## config.mk

```make
export PLATFORM = sky130hd
export DESIGN_NAME = sgram_init_seq
export DESIGN_NICKNAME = d
export VERILOG_FILES = /design/src/rtl/sgram_init_pkg.sv /design/src/rtl/sgram_init_timer.sv /design/src/rtl/sgram_init_fsm.sv /design/src/rtl/sgram_init_cmd.sv /design/src/rtl/sgram_init_seq.sv
export SDC_FILE = /design/constraint.sdc
export NUM_CORES = 1
export LEC_CHECK = 0
export ABC_AREA = 1
export ABC_CLOCK_PERIOD_IN_PS = 1500
export BUFFER_PORTS_ARGS = -buffer_cell sky130_fd_sc_hd__buf_2
export CAP_MARGIN = 20
export CORE_MARGIN = 4
export CORE_UTILIZATION = 50
export DETAILED_ROUTE_END_ITERATION = 8
export GPL_ROUTABILITY_DRIVEN = 0
export PLACE_DENSITY = 0.75
export SYNTH_ARGS = -nofsm -noshare
export SYNTH_HDL_FRONTEND = slang
export SYNTH_SLANG_ARGS = --single-unit
export TNS_END_PERCENT = 100
```

## constraint.sdc

```tcl
create_clock -name clk -period 1.5 [get_ports clk]
set_input_delay 0.3 -clock clk [delete_from_list [all_inputs] [get_ports clk]]
set_output_delay 0.3 -clock clk [all_outputs]
set_load 0.01 [all_outputs]
```

## src/rtl/sgram_init_pkg.sv

```systemverilog
package sgram_init_pkg;

  typedef enum logic [2:0] {
    ST_PAUSE,
    ST_PRECHG,
    ST_GAP,
    ST_REFRESH,
    ST_LOADMODE,
    ST_READY
  } init_state_e;

  typedef struct packed {
    logic cs_n;
    logic ras_n;
    logic cas_n;
    logic we_n;
    logic dsf;
  } mem_cmd_t;

  localparam mem_cmd_t CMD_NOP    = '{cs_n: 1'b0, ras_n: 1'b1, cas_n: 1'b1, we_n: 1'b1, dsf: 1'b0};
  localparam mem_cmd_t CMD_PREALL = '{cs_n: 1'b0, ras_n: 1'b0, cas_n: 1'b1, we_n: 1'b0, dsf: 1'b0};
  localparam mem_cmd_t CMD_AREF   = '{cs_n: 1'b0, ras_n: 1'b0, cas_n: 1'b0, we_n: 1'b1, dsf: 1'b0};
  localparam mem_cmd_t CMD_LMODE  = '{cs_n: 1'b0, ras_n: 1'b0, cas_n: 1'b0, we_n: 1'b0, dsf: 1'b0};

  // The memory decodes address bit 9 during precharge as "all banks".
  localparam int PREALL_BIT = 9;

endpackage

```

## src/rtl/sgram_init_timer.sv

```systemverilog
module sgram_init_timer #(
  parameter int CNT_W   = 16,
  parameter int RST_VAL = 0
) (
  input  logic             clk,
  input  logic             rst_n,
  input  logic             load,
  input  logic [CNT_W-1:0] load_val,
  output logic             zero
);
  localparam logic [CNT_W-1:0] RST_CNT = CNT_W'(RST_VAL);

  logic [CNT_W-1:0] cnt_q;

  // Counts down to zero and holds there until reloaded.
  always_ff @(posedge clk or negedge rst_n) begin
    if (!rst_n)
      cnt_q <= RST_CNT;
    else if (load)
      cnt_q <= load_val;
    else if (cnt_q != '0)
      cnt_q <= cnt_q - 1'b1;
  end

  assign zero = (cnt_q == '0);
endmodule

```

## src/rtl/sgram_init_fsm.sv

```systemverilog
module sgram_init_fsm
  import sgram_init_pkg::*;
#(
  parameter int NUM_REFRESH = 2,
  parameter int TRP_CYC     = 2,
  parameter int TRC_CYC     = 2,
  parameter int CNT_W       = 16
) (
  input  logic             clk,
  input  logic             rst_n,
  input  logic             tmr_zero,
  output logic             tmr_load,
  output logic [CNT_W-1:0] tmr_val,
  output init_state_e      state_q
);
  localparam int REF_W = $clog2(NUM_REFRESH + 1);
  localparam logic [REF_W-1:0] REF_LAST = REF_W'(NUM_REFRESH - 1);
  // The command cycle itself counts toward the gap, and the wait state
  // leaves as the timer reads zero, so the load is two below the gap.
  localparam logic [CNT_W-1:0] TRP_LD = CNT_W'(TRP_CYC - 2);
  localparam logic [CNT_W-1:0] TRC_LD = CNT_W'(TRC_CYC - 2);

  init_state_e      state_d, ret_q, ret_d;
  logic [REF_W-1:0] ref_q, ref_d;

  always_comb begin
    state_d  = state_q;
    ret_d    = ret_q;
    ref_d    = ref_q;
    tmr_load = 1'b0;
    tmr_val  = '0;
    unique case (state_q)
      ST_PAUSE: if (tmr_zero) state_d = ST_PRECHG;
      ST_PRECHG: begin
        tmr_load = 1'b1;
        tmr_val  = TRP_LD;
        ret_d    = ST_REFRESH;
        state_d  = ST_GAP;
      end
      ST_GAP: if (tmr_zero) state_d = ret_q;
      ST_REFRESH: begin
        tmr_load = 1'b1;
        tmr_val  = TRC_LD;
        ref_d    = ref_q + 1'b1;
        ret_d    = (ref_q == REF_LAST) ? ST_LOADMODE : ST_REFRESH;
        state_d  = ST_GAP;
      end
      ST_LOADMODE: state_d = ST_READY;
      ST_READY:    state_d = ST_READY;
      default:     state_d = ST_PAUSE;
    endcase
  end

  always_ff @(posedge clk or negedge rst_n) begin
    if (!rst_n) begin
      state_q <= ST_PAUSE;
      ret_q   <= ST_REFRESH;
      ref_q   <= '0;
    end else begin
      state_q <= state_d;
      ret_q   <= ret_d;
      ref_q   <= ref_d;
    end
  end
endmodule

```

## src/rtl/sgram_init_cmd.sv

```systemverilog
module sgram_init_cmd
  import sgram_init_pkg::*;
#(
  parameter int          ADDR_W     = 11,
  parameter int          DQM_W      = 4,
  parameter logic [10:0] MODE_VALUE = 11'h032
) (
  input  init_state_e       state_q,
  output logic              mem_cke,
  output mem_cmd_t          cmd,
  output logic [DQM_W-1:0]  mem_dqm,
  output logic [ADDR_W-1:0] mem_addr,
  output logic              init_done
);
  localparam logic [ADDR_W-1:0] ADDR_PREALL = ADDR_W'(1) << PREALL_BIT;
  localparam logic [ADDR_W-1:0] ADDR_MODE   = ADDR_W'(MODE_VALUE);

  always_comb begin
    cmd       = CMD_NOP;
    mem_addr  = '0;
    init_done = 1'b0;
    unique case (state_q)
      ST_PRECHG: begin
        cmd      = CMD_PREALL;
        mem_addr = ADDR_PREALL;
      end
      ST_REFRESH: cmd = CMD_AREF;
      ST_LOADMODE: begin
        cmd      = CMD_LMODE;
        mem_addr = ADDR_MODE;
      end
      ST_READY: init_done = 1'b1;
      default: ;
    endcase
  end

  assign mem_cke = 1'b1;

  // The masks stay high per byte lane; the controller takes them over after ready.
  for (genvar b = 0; b < DQM_W; b++) begin : g_mask
    assign mem_dqm[b] = 1'b1;
  end
endmodule

```

## src/rtl/sgram_init_seq.sv

```systemverilog
module sgram_init_seq
  import sgram_init_pkg::*;
#(
  parameter int          PAUSE_CYC   = 20000,
  parameter int          TRP_CYC     = 3,
  parameter int          TRC_CYC     = 7,
  parameter int          NUM_REFRESH = 2,
  parameter int          ADDR_W      = 11,
  parameter int          DQM_W       = 4,
  parameter logic [10:0] MODE_VALUE  = 11'h032
) (
  input  logic              clk,
  input  logic              rst_n,
  output logic              mem_cke,
  output logic              mem_cs_n,
  output logic              mem_ras_n,
  output logic              mem_cas_n,
  output logic              mem_we_n,
  output logic              mem_dsf,
  output logic [DQM_W-1:0]  mem_dqm,
  output logic [ADDR_W-1:0] mem_addr,
  output logic              init_done
);
  // Values below the sequence's floor are raised to it.
  localparam int PAUSE_EFF = (PAUSE_CYC < 1) ? 1 : PAUSE_CYC;
  localparam int TRP_EFF   = (TRP_CYC < 2) ? 2 : TRP_CYC;
  localparam int TRC_EFF   = (TRC_CYC < 2) ? 2 : TRC_CYC;
  localparam int NREF_EFF  = (NUM_REFRESH < 2) ? 2 : NUM_REFRESH;
  localparam int GAP_MAX   = (TRP_EFF > TRC_EFF) ? TRP_EFF : TRC_EFF;
  localparam int CNT_MAX   = (PAUSE_EFF > GAP_MAX) ? PAUSE_EFF : GAP_MAX;
  localparam int CNT_W     = $clog2(CNT_MAX + 1);

  init_state_e      state_q;
  logic             tmr_load, tmr_zero;
  logic [CNT_W-1:0] tmr_val;
  mem_cmd_t         cmd;

  sgram_init_timer #(
    .CNT_W  (CNT_W),
    .RST_VAL(PAUSE_EFF - 1)
  ) u_timer (
    .clk     (clk),
    .rst_n   (rst_n),
    .load    (tmr_load),
    .load_val(tmr_val),
    .zero    (tmr_zero)
  );

  sgram_init_fsm #(
    .NUM_REFRESH(NREF_EFF),
    .TRP_CYC    (TRP_EFF),
    .TRC_CYC    (TRC_EFF),
    .CNT_W      (CNT_W)
  ) u_fsm (
    .clk     (clk),
    .rst_n   (rst_n),
    .tmr_zero(tmr_zero),
    .tmr_load(tmr_load),
    .tmr_val (tmr_val),
    .state_q (state_q)
  );

  sgram_init_cmd #(
    .ADDR_W    (ADDR_W),
    .DQM_W     (DQM_W),
    .MODE_VALUE(MODE_VALUE)
  ) u_cmd (
    .state_q  (state_q),
    .mem_cke  (mem_cke),
    .cmd      (cmd),
    .mem_dqm  (mem_dqm),
    .mem_addr (mem_addr),
    .init_done(init_done)
  );

  assign mem_cs_n  = cmd.cs_n;
  assign mem_ras_n = cmd.ras_n;
  assign mem_cas_n = cmd.cas_n;
  assign mem_we_n  = cmd.we_n;
  assign mem_dsf   = cmd.dsf;
endmodule

```

* After elaboration in Yosys (flattened, before gate mapping)
Index checks and enable logic that the tools add are counted.
** Storage, ports and cells
- Register bits after elaboration :: 23
- Bits of input ports :: 2
- Output and inout bits :: 22
** Operators by class
- Add/subtract/negate cells :: 2
- Eq/ne operators :: 8
- Muxes and demuxes :: 12
- Reductions and logical operators :: 8
** Operator list (count)
- 15-bit 2-to-1 mux :: 2
- 10-bit case mux with 2 select lines :: 1
- 15-bit logical NOT :: 1
- 15-bit nonzero test :: 1
- 15-bit by 1-bit subtractor with 15-bit output (second input constant) :: 1
- 3-bit case mux with 2 select lines :: 2
- 3-bit case mux with 4 select lines :: 1
- 4-bit case mux with 3 select lines :: 1
- 3-bit 2-to-1 mux :: 3
- 3-bit by 2-bit == test with 1-bit output (second input constant) :: 2
- 3-bit == test (second input constant) :: 2
- 2-bit != test (second input constant) :: 2
- 2-bit nonzero test :: 2
- 2-bit OR reduction :: 2
- 3-bit by 1-bit == test with 1-bit output (second input constant) :: 1
- 3-bit logical NOT :: 1
- 2-bit by 1-bit adder with 2-bit output (second input constant) :: 1
- 2-bit by 1-bit == test with 1-bit output (second input constant) :: 1
- 1-bit 2-to-1 mux :: 2
- 2-bit AND reduction :: 1

* Logic depth before layout (Yosys ltp)
Gate-level depths: netlist of the first run.
- Depth in word-level cells :: 4
- Depth in mapped cells :: 8
- Mapped depth without buffers :: 8

* By module
Synthesis of the first run repeated with hierarchy kept, for this count alone.
** Unflattened totals
- Cell total of the unflattened synthesis :: 223
- Area total of the unflattened synthesis :: 1659.1 um^2
** By module, submodules not included
- sgram_init_timer :: times used 1, cells an instance 139, area an instance 1018.5 um^2
- sgram_init_fsm :: times used 1, cells an instance 52, area an instance 457.9 um^2
- sgram_init_cmd :: times used 1, cells an instance 32, area an instance 182.7 um^2

* Worst setup path after synthesis of the first run
OpenSTA, ideal clock, no wires.
- Path type :: reg-to-reg
- Start point :: register u_timer.cnt_q[0]
- End point :: register u_timer.cnt_q[4]
- Library setup time :: 0.074 ns
- Data arrival time :: 1.369 ns
- Setup slack :: 0.057 ns
- Cell stages (with the launch flop) :: 8
- Path buffers :: 0
- Period minus slack after synthesis :: 1.443 ns
- Cells stage by stage :: dfstp_2 inv_1 ha_1 nand2_2 inv_1 or2_2 nand4_1 inv_1
** On the way
- Longest elaborated chain between the ends :: 3
- Elaborated cells between the ends (all ways) :: 5
** Ends and longest elaborated chain
- start, declared :: line sgram_init_timer.sv:13 : logic [CNT_W-1:0] cnt_q;
- start signal, assigned :: line sgram_init_timer.sv:20 : cnt_q <= load_val;
- start signal, assigned :: line sgram_init_timer.sv:22 : cnt_q <= cnt_q - 1'b1;
- 15-bit by 1-bit subtractor with 15-bit output :: line sgram_init_timer.sv:22
- 15-bit 2-to-1 mux :: line sgram_init_timer.sv:21 : else if (cnt_q != '0)
- 15-bit 2-to-1 mux :: line sgram_init_timer.sv:19 : else if (load)
Several ways; a longest one is shown, not always the timed one. The select of a mux whose other input is x is not followed.
A chain may end at the register's enable or synchronous reset.

* Final worst setup path of the first run
- Start point :: register u_fsm.state_q[2]
- End point :: output port mem_addr[9]
** On the way
- Longest elaborated chain between the ends :: 2
- Elaborated cells between the ends (all ways) :: 3
** Ends and longest elaborated chain
- start, declared :: line sgram_init_fsm.sv:14 : output init_state_e state_q
- start signal, assigned :: line sgram_init_fsm.sv:60 : state_q <= state_d;
- 3-bit == test / 3-bit by 1-bit == test with 1-bit output (equally long branches) :: line sgram_init_cmd.sv:22 : unique case (state_q)
- 10-bit case mux with 2 select lines * :: line sgram_init_cmd.sv:22
- end, declared :: line sgram_init_seq.sv:21 : output logic [ADDR_W-1:0] mem_addr,
Mark *: on every way between the ends. The rest lies on a longest branch, timed or not.

==> metrics.cfg, run 1 <==
[logic_synthesis]
yosys_warnings = 0
post_synth_num_cell_types = 25
largest_cells_by_area_after_synthesis = dfrtp_1, dfstp_2, nand2_1
synth_top_area_share_pct = 21.3
synth.largest_area_cell = dfrtp_1
synth_seq_area_share_pct = 40.0
synthFlopType = dfrtp_1
synth.top_cells.by_count = nand2_1, nor2_1, inv_1
synth-seq-cells = 22
netlist_instances = 189
syn_area_per_cell_um2 = 7.45
synth_enable_flop_cells = 0
share_of_async_settable_or_async_resettable_flops_after_synthesis_pct = 100
syn_area_um2 = 1410
synthMostInstantiatedCell = nand2_1

[cts]
h-tree-depth = 1
cts-root-buf = clkbuf_4
clkTransAtPathRegs_ns = 0.13
cts_buffers = 3
clock_path_buffers = 2
tritoncts = yes
clk-insertion-delay-late_ns = 0.31
cts_num_sinks = 22

[pwr]
sequentialPowerShare_pct = 62.1
power.share.switching_pct = 22.1
pint_uw = 746
power.ir.vdd_worst_mv = 0.440
p_total_uw = 957
power.net_switching_uw = 212
power.share.combinational_pct = 3.1
power_leakage_nw = 0.908
power-per-cell-area_nw_per_um2 = 592
clock_power_share_pct = 34.8

[die]
die_h_um = 61.1
ioPinCount = 24
core-area_um2 = 2590
fp.dieArea_um2 = 3730
initial_standard_cell_utilization_of_the_core_pct = 54.3
floorplan.die.width_um = 61.1
fp-row-count = 18

[final_layout]
layout-area-overhead-vs-synth_pct = 14.9
design.final.nets = 219
antenna_cells = 0
filler_cell_count = 205
final_design_area_no_fill_um2 = 1620
post_route_cells_drive_above_1_share_pct = 30.8
layout.core_utilization_pct = 62.5

[sta]
achievable-frequency_mhz = 596
clock-skew-final_ns = 0.00948
slew_violations = 0
timing.final.hold_violations = 0
final_cycle_share_pct = 112
setup_viol = 7
timing.hold.ws_ns = 0.459
fin_crit_ns = 1.68
finalWorstSetupSlack_ns = -0.179
rsz0062_at_grt = true

[detailed_routing]
route.detailed.drc = 0
drtAntennaViolNets = 0
drt_iter0_drc = 56
postRouteWirelength_mm = 2.95
route.vias.total = 1210
viasPerCell = 4.96
detailedRoute.firstPassIterationCount = 4
routed_wire_length_per_instance_um = 12.1

[worst_setup_path]
timing.critical_path.mode_cell = buf_6
worstRegToRegCells = 7
timing.critical_path.cells = buf_6 > nor2_4 > buf_6 > inv_2 > nor2_1 > buf_2
slowest_stage = dfrtp_1
criticalPathCategory = reg -> out
crit_fanout = 4
critical_path_required_ns = 1.20
worst_setup_path_start_kind = flop
worstSetupEndpointType = primary output
arrival_ns = 1.38
critical_path.max_stage_delay_ns = 0.43

[flow_run]
max_cap_viol_count = 0

[hold_path]
holdCritPathClass = in -> async

[global_route]
track_usage_pct = 18.4
global_route_wire_length_before_repair_mm = 5.12
grt_max_degree = 23
antenna_found_initial = 0
vias_in_the_first_global_route = 1203
gr-total-overflow = 0

[outcome]
status = finished with violations
failed_checks = setup timing

[placed_design]
port-buffer-count = 9
detailedPlacementHpwl_mm = 2.02
place_worst_setup_slack_ns = 0.0126
place_area_um2 = 1430

power by group through the flow:
stage	sequential (mW)	combinational [mW]	clock, mW
floorplan	0.605	0.0423	0
global placement	0.605	0.0276	0
detailed placement	0.605	0.0277	0
CTS	0.595	0.0296	0.341
global route	0.595	0.0357	0.361
finish	0.595	0.0299	0.333
cells in the final DEF (no fill, tap or decap):
cell type       n
nand2_1        36
nor2_1         31
inv_1          20
nand3_1        15
conb_1         14
buf_4          14
dfrtp_1        11
dfstp_2        10
o21ai_0         7
buf_2           7
inv_2           5
nor2_2          5
nor2_4          4
nand2_2         4
nand4_1         4
buf_6           4
a21oi_1         3
or2_2           3
clkbuf_4        3
o21bai_1        2
o21ai_2         1
nand2_4         1
and3_1          1
nor2_8          1
and2_1          1
xnor2_1         1
a22oi_2         1
ha_1            1
ha_2            1
clkbuf_8        1
dlygate4sd3_1   1
dfrtp_2         1
flip-flops by register name, indices dropped and copies added, names as in the netlist:
register,cells
u_fsm.state_q,3
u_fsm.ret_q,2
u_fsm.ref_q,2
u_timer.cnt_q,15
layer usage:
layer  GRT usage [%]  wire [um]  vias to the layer above
li1                -          -                      604
met1            21.9       1230                      554
met2            31.6       1480                       45
met3            4.82        199                        7
met4            7.43         39                        0
met5               0          0                        -
timing repair:
action,in CTS,in global routing
pin swaps,2,5
hold endpoints to repair,12,0
buffers inserted,9,4
hold buffers,1,0
gates resized for setup,11,8
setup endpoints to repair,10,23
path summary, 6_finish.rpt:
path | startpoint | end | slack (ns)
worst min register to register | u_fsm.ref_q[1] | u_fsm.ref_q[1] | 0.50
max in group asynchronous | rst_n | u_timer.cnt_q[11] | 0.68
worst max-delay path | u_fsm.state_q[2] | mem_addr[9] | -0.18
worst min-delay path | rst_n | u_fsm.state_q[1] | 0.46
min in group clk | u_fsm.ref_q[1] | u_fsm.ref_q[1] | 0.50
worst max register to register | u_timer.cnt_q[0] | u_timer.cnt_q[4] | 0.05
area by class of cell:
cell class / instances / area, um^2 / share of cell area (%)
clock buffers: 4 / 36.3 / 2.24
inverters: 25 / 93.8 / 5.80
multi-input cells: 137 / 691 / 42.7
flip-flops and latches: 22 / 564 / 34.9
well taps: 30 / 37.5 / 2.32
repair buffers: 26 / 195 / 12.1
worst max-delay path, delay by kind of cell (launching register included):
family | cells | cell delay [ns]
flip-flops | 1 | 0.43
AND/OR/NAND/NOR | 2 | 0.20
buffers and inverters | 4 | 0.42
metrics by stage:
stage / setup TNS (ns) / std cells
floorplan: 0 / 201
global placement: 0 / 227
detailed placement: 0 / 227
CTS: -0.463 / 241
global route: -1.79 / 244
finish: -0.982 / 244
cell families after synthesis:
| logic type | share of synthesized area, % |
|---|---|
| and+or+nand+nor | 35.2 |
| AOI/OAI and AO/OA | 5.87 |
| xor gates and xnor gates | 0.622 |
| buffers and inverters | 16.0 |
| adders and majority gates | 1.78 |
| other | 0.534 |
| DFF | 40.0 |
(Power assumes the default switching activity.)
==> inputs of run 2 (changes only) <==
--- a/config.mk
+++ b/config.mk
@@ -14,6 +14,7 @@
 export DETAILED_ROUTE_END_ITERATION = 8
 export GPL_ROUTABILITY_DRIVEN = 0
 export PLACE_DENSITY = 0.75
+export SKIP_LAST_GASP = 1
 export SYNTH_ARGS = -nofsm -noshare
 export SYNTH_HDL_FRONTEND = slang
 export SYNTH_SLANG_ARGS = --single-unit
==> run 2 against run 1 <==
  * The flow still finishes with violations (setup timing)
  * Combinational power about the same
  * Clock skew down 0.00088 ns
  * Global-route usage unchanged
==> metrics.cfg, run 2 (synthesized netlist as in run 1, its figures left out) <==
[global_route]
gr_layer_usage_met2_pct = 31.6  ; unchanged
global_route_wire_length_before_repair_mm = 5.12  ; unchanged
grt_most_used_layer = met2
groute.layer.met1.usage_pct = 21.9  ; unchanged
vias_in_the_first_global_route = 1203  ; unchanged
track_usage_pct = 18.4  ; unchanged
grt_max_degree = 23  ; unchanged
use_met3_pct = 4.82  ; unchanged
antenna_found_initial = 0  ; unchanged
gr-total-overflow = 0  ; unchanged

[final_layout]
multi_input_gate_area_um2 = 691  ; unchanged
final-seq-area_um2 = 564  ; unchanged
layout.cells.most_common_list = nand2_1, nor2_1, inv_1, nand3_1
mostFrequentLayoutCell = nand2_1
filler_cell_count = 205  ; unchanged
reg.largest.list = u_timer.cnt_q x15, u_fsm.state_q x3
layout-area-overhead-vs-synth_pct = 14.9  ; unchanged
post_route_cells_drive_above_1_share_pct = 30.8  ; unchanged
antenna_cells = 0  ; unchanged
design.final.nets = 219  ; unchanged
layout.core_utilization_pct = 62.5  ; unchanged
largest_register = u_timer.cnt_q
largest_register_ffs = 15  ; unchanged

[cts]
h-tree-depth = 1  ; unchanged
tritoncts = yes
clkTransAtPathRegs_ns = 0.13  ; about the same
cts-root-buf = clkbuf_4
cts_num_sinks = 22  ; unchanged
cts_buffers = 3  ; unchanged
clock_path_buffers = 2  ; unchanged
clk-insertion-delay-late_ns = 0.31  ; about the same

[detailed_routing]
route.vias.total = 1211  ; +0.083%
drtAntennaViolNets = 0  ; unchanged
drt_iter0_drc = 52  ; -7.1%
route.detailed.drc = 0  ; unchanged
postRouteWirelength_mm = 2.97  ; +0.68%
viasPerCell = 4.96  ; about the same
routed_wire_length_per_instance_um = 12.2  ; +0.68%
detailedRoute.firstPassIterationCount = 4  ; unchanged

[die]
die_h_um = 61.1  ; unchanged
initial_standard_cell_utilization_of_the_core_pct = 54.3  ; unchanged
fp.dieArea_um2 = 3730  ; unchanged
ioPinCount = 24  ; unchanged
floorplan.die.width_um = 61.1  ; unchanged
fp-row-count = 18  ; unchanged
core-area_um2 = 2590  ; unchanged

[worst_setup_path]
worst_setup_path_start_kind = flop
crit_fanout = 4  ; unchanged
criticalPathCategory = reg -> out
arrival_ns = 1.38  ; about the same
r2r_slack_ns = 0.05  ; about the same
worstSetupEndpointType = primary output
critical_path_required_ns = 1.20  ; about the same

[pwr]
power.share.combinational_pct = 3.1  ; about the same
power-per-cell-area_nw_per_um2 = 592  ; +0.11%
power.ir.vdd_worst_mv = 0.440  ; about the same
clock_power_share_pct = 34.8  ; about the same
power.net_switching_uw = 213  ; +0.47%
sequentialPowerShare_pct = 62.1  ; about the same
power.share.switching_pct = 22.2  ; +0.080 points
pint_uw = 746  ; about the same
power_leakage_nw = 0.908  ; unchanged

[sta]
final_cycle_share_pct = 112  ; about the same
timing.final.hold_violations = 0  ; unchanged
slew_violations = 0  ; unchanged
fin_crit_ns = 1.68  ; +0.000399 ns
timing.hold.ws_ns = 0.459  ; +0.0000130 ns
setup_viol = 7  ; unchanged
clock-skew-final_ns = 0.00861  ; -0.000876 ns
finalWorstSetupSlack_ns = -0.179  ; -0.000399 ns
achievable-frequency_mhz = 596  ; about the same
rsz0062_at_grt = true

[outcome]
failed_checks = setup timing
status = finished with violations

[placed_design]
port-buffer-count = 9  ; unchanged
detailedPlacementHpwl_mm = 2.02  ; unchanged
place_worst_setup_slack_ns = 0.0126  ; unchanged

[hold_path]
holdCritPathClass = in -> async

[flow_run]
max_cap_viol_count = 0  ; unchanged

==> run 2: layout make-up <==
class                           instances  share of cell area [%]
Tap cell                               30                    2.32
Sequential cell                        22                    34.9
Multi-Input combinational cell        137                    42.7
Inverter                               25                    5.80
Timing Repair Buffer                   26                    12.1
Clock buffer                            4                    2.24
==> run 2: power by group through the flow <==
| stage | registers, mW | logic [mW] | clock network [mW] |
|---|---|---|---|
| after global placement | 0.605 | 0.0276 | 0 |
| after global routing | 0.595 | 0.0357 | 0.361 |
| after floorplan | 0.605 | 0.0423 | 0 |
| after CTS | 0.595 | 0.0296 | 0.341 |
| final | 0.595 | 0.0299 | 0.334 |
| after detailed placement | 0.605 | 0.0277 | 0 |
==> run 2: final timing paths <==
kind,startpoint,endpoint,cells after the start
max,u_fsm.state_q[2],mem_addr[9],6
min in group clk,u_fsm.ref_q[1],u_fsm.ref_q[1],2
min,rst_n,u_fsm.state_q[1],2
max in group asynchronous,rst_n,u_timer.cnt_q[11],2
max reg2reg,u_timer.cnt_q[0],u_timer.cnt_q[4],7
min reg2reg,u_fsm.ref_q[1],u_fsm.ref_q[1],2
==> run 2: layer usage <==
layer,wire [um],share of wire (%)
met5,0,0
met4,31,1.0
met3,185,6.2
met2,1490,50
met1,1260,42
==> run 2: worst max-delay path: stages, from the launching register on <==
cell and delay [ns]:
dfrtp_1 0.43, buf_6 0.13, nor2_4 0.12, buf_6 0.13, inv_2 0.03, nor2_1 0.08, buf_2 0.13
==> run 2: repair_timing <==
| action | in CTS | in global routing |
|---|---|---|
| gates resized for setup | 11 | 8 |
| setup endpoints to repair | 10 | 23 |
| hold buffers | 1 | 0 |
| buffers inserted | 9 | 4 |
| pin swaps | 2 | 5 |
| hold endpoints to repair | 12 | 0 |
==> run 2: stage by stage <==
| stage | power [mW] | cell area, um^2 | setup TNS, ns | cells |
|---|---|---|---|---|
| 6_report | 0.958 | 1620 | -0.984 | 244 |
| 5_1_grt | 0.992 | 1620 | -1.79 | 244 |
| 4_1_cts | 0.965 | 1580 | -0.463 | 241 |
| 3_5_place_dp | 0.632 | 1430 | 0 | 227 |
| 3_3_place_gp | 0.632 | 1430 | 0 | 227 |
| 2_1_floorplan | 0.647 | 1450 | 0 | 201 |
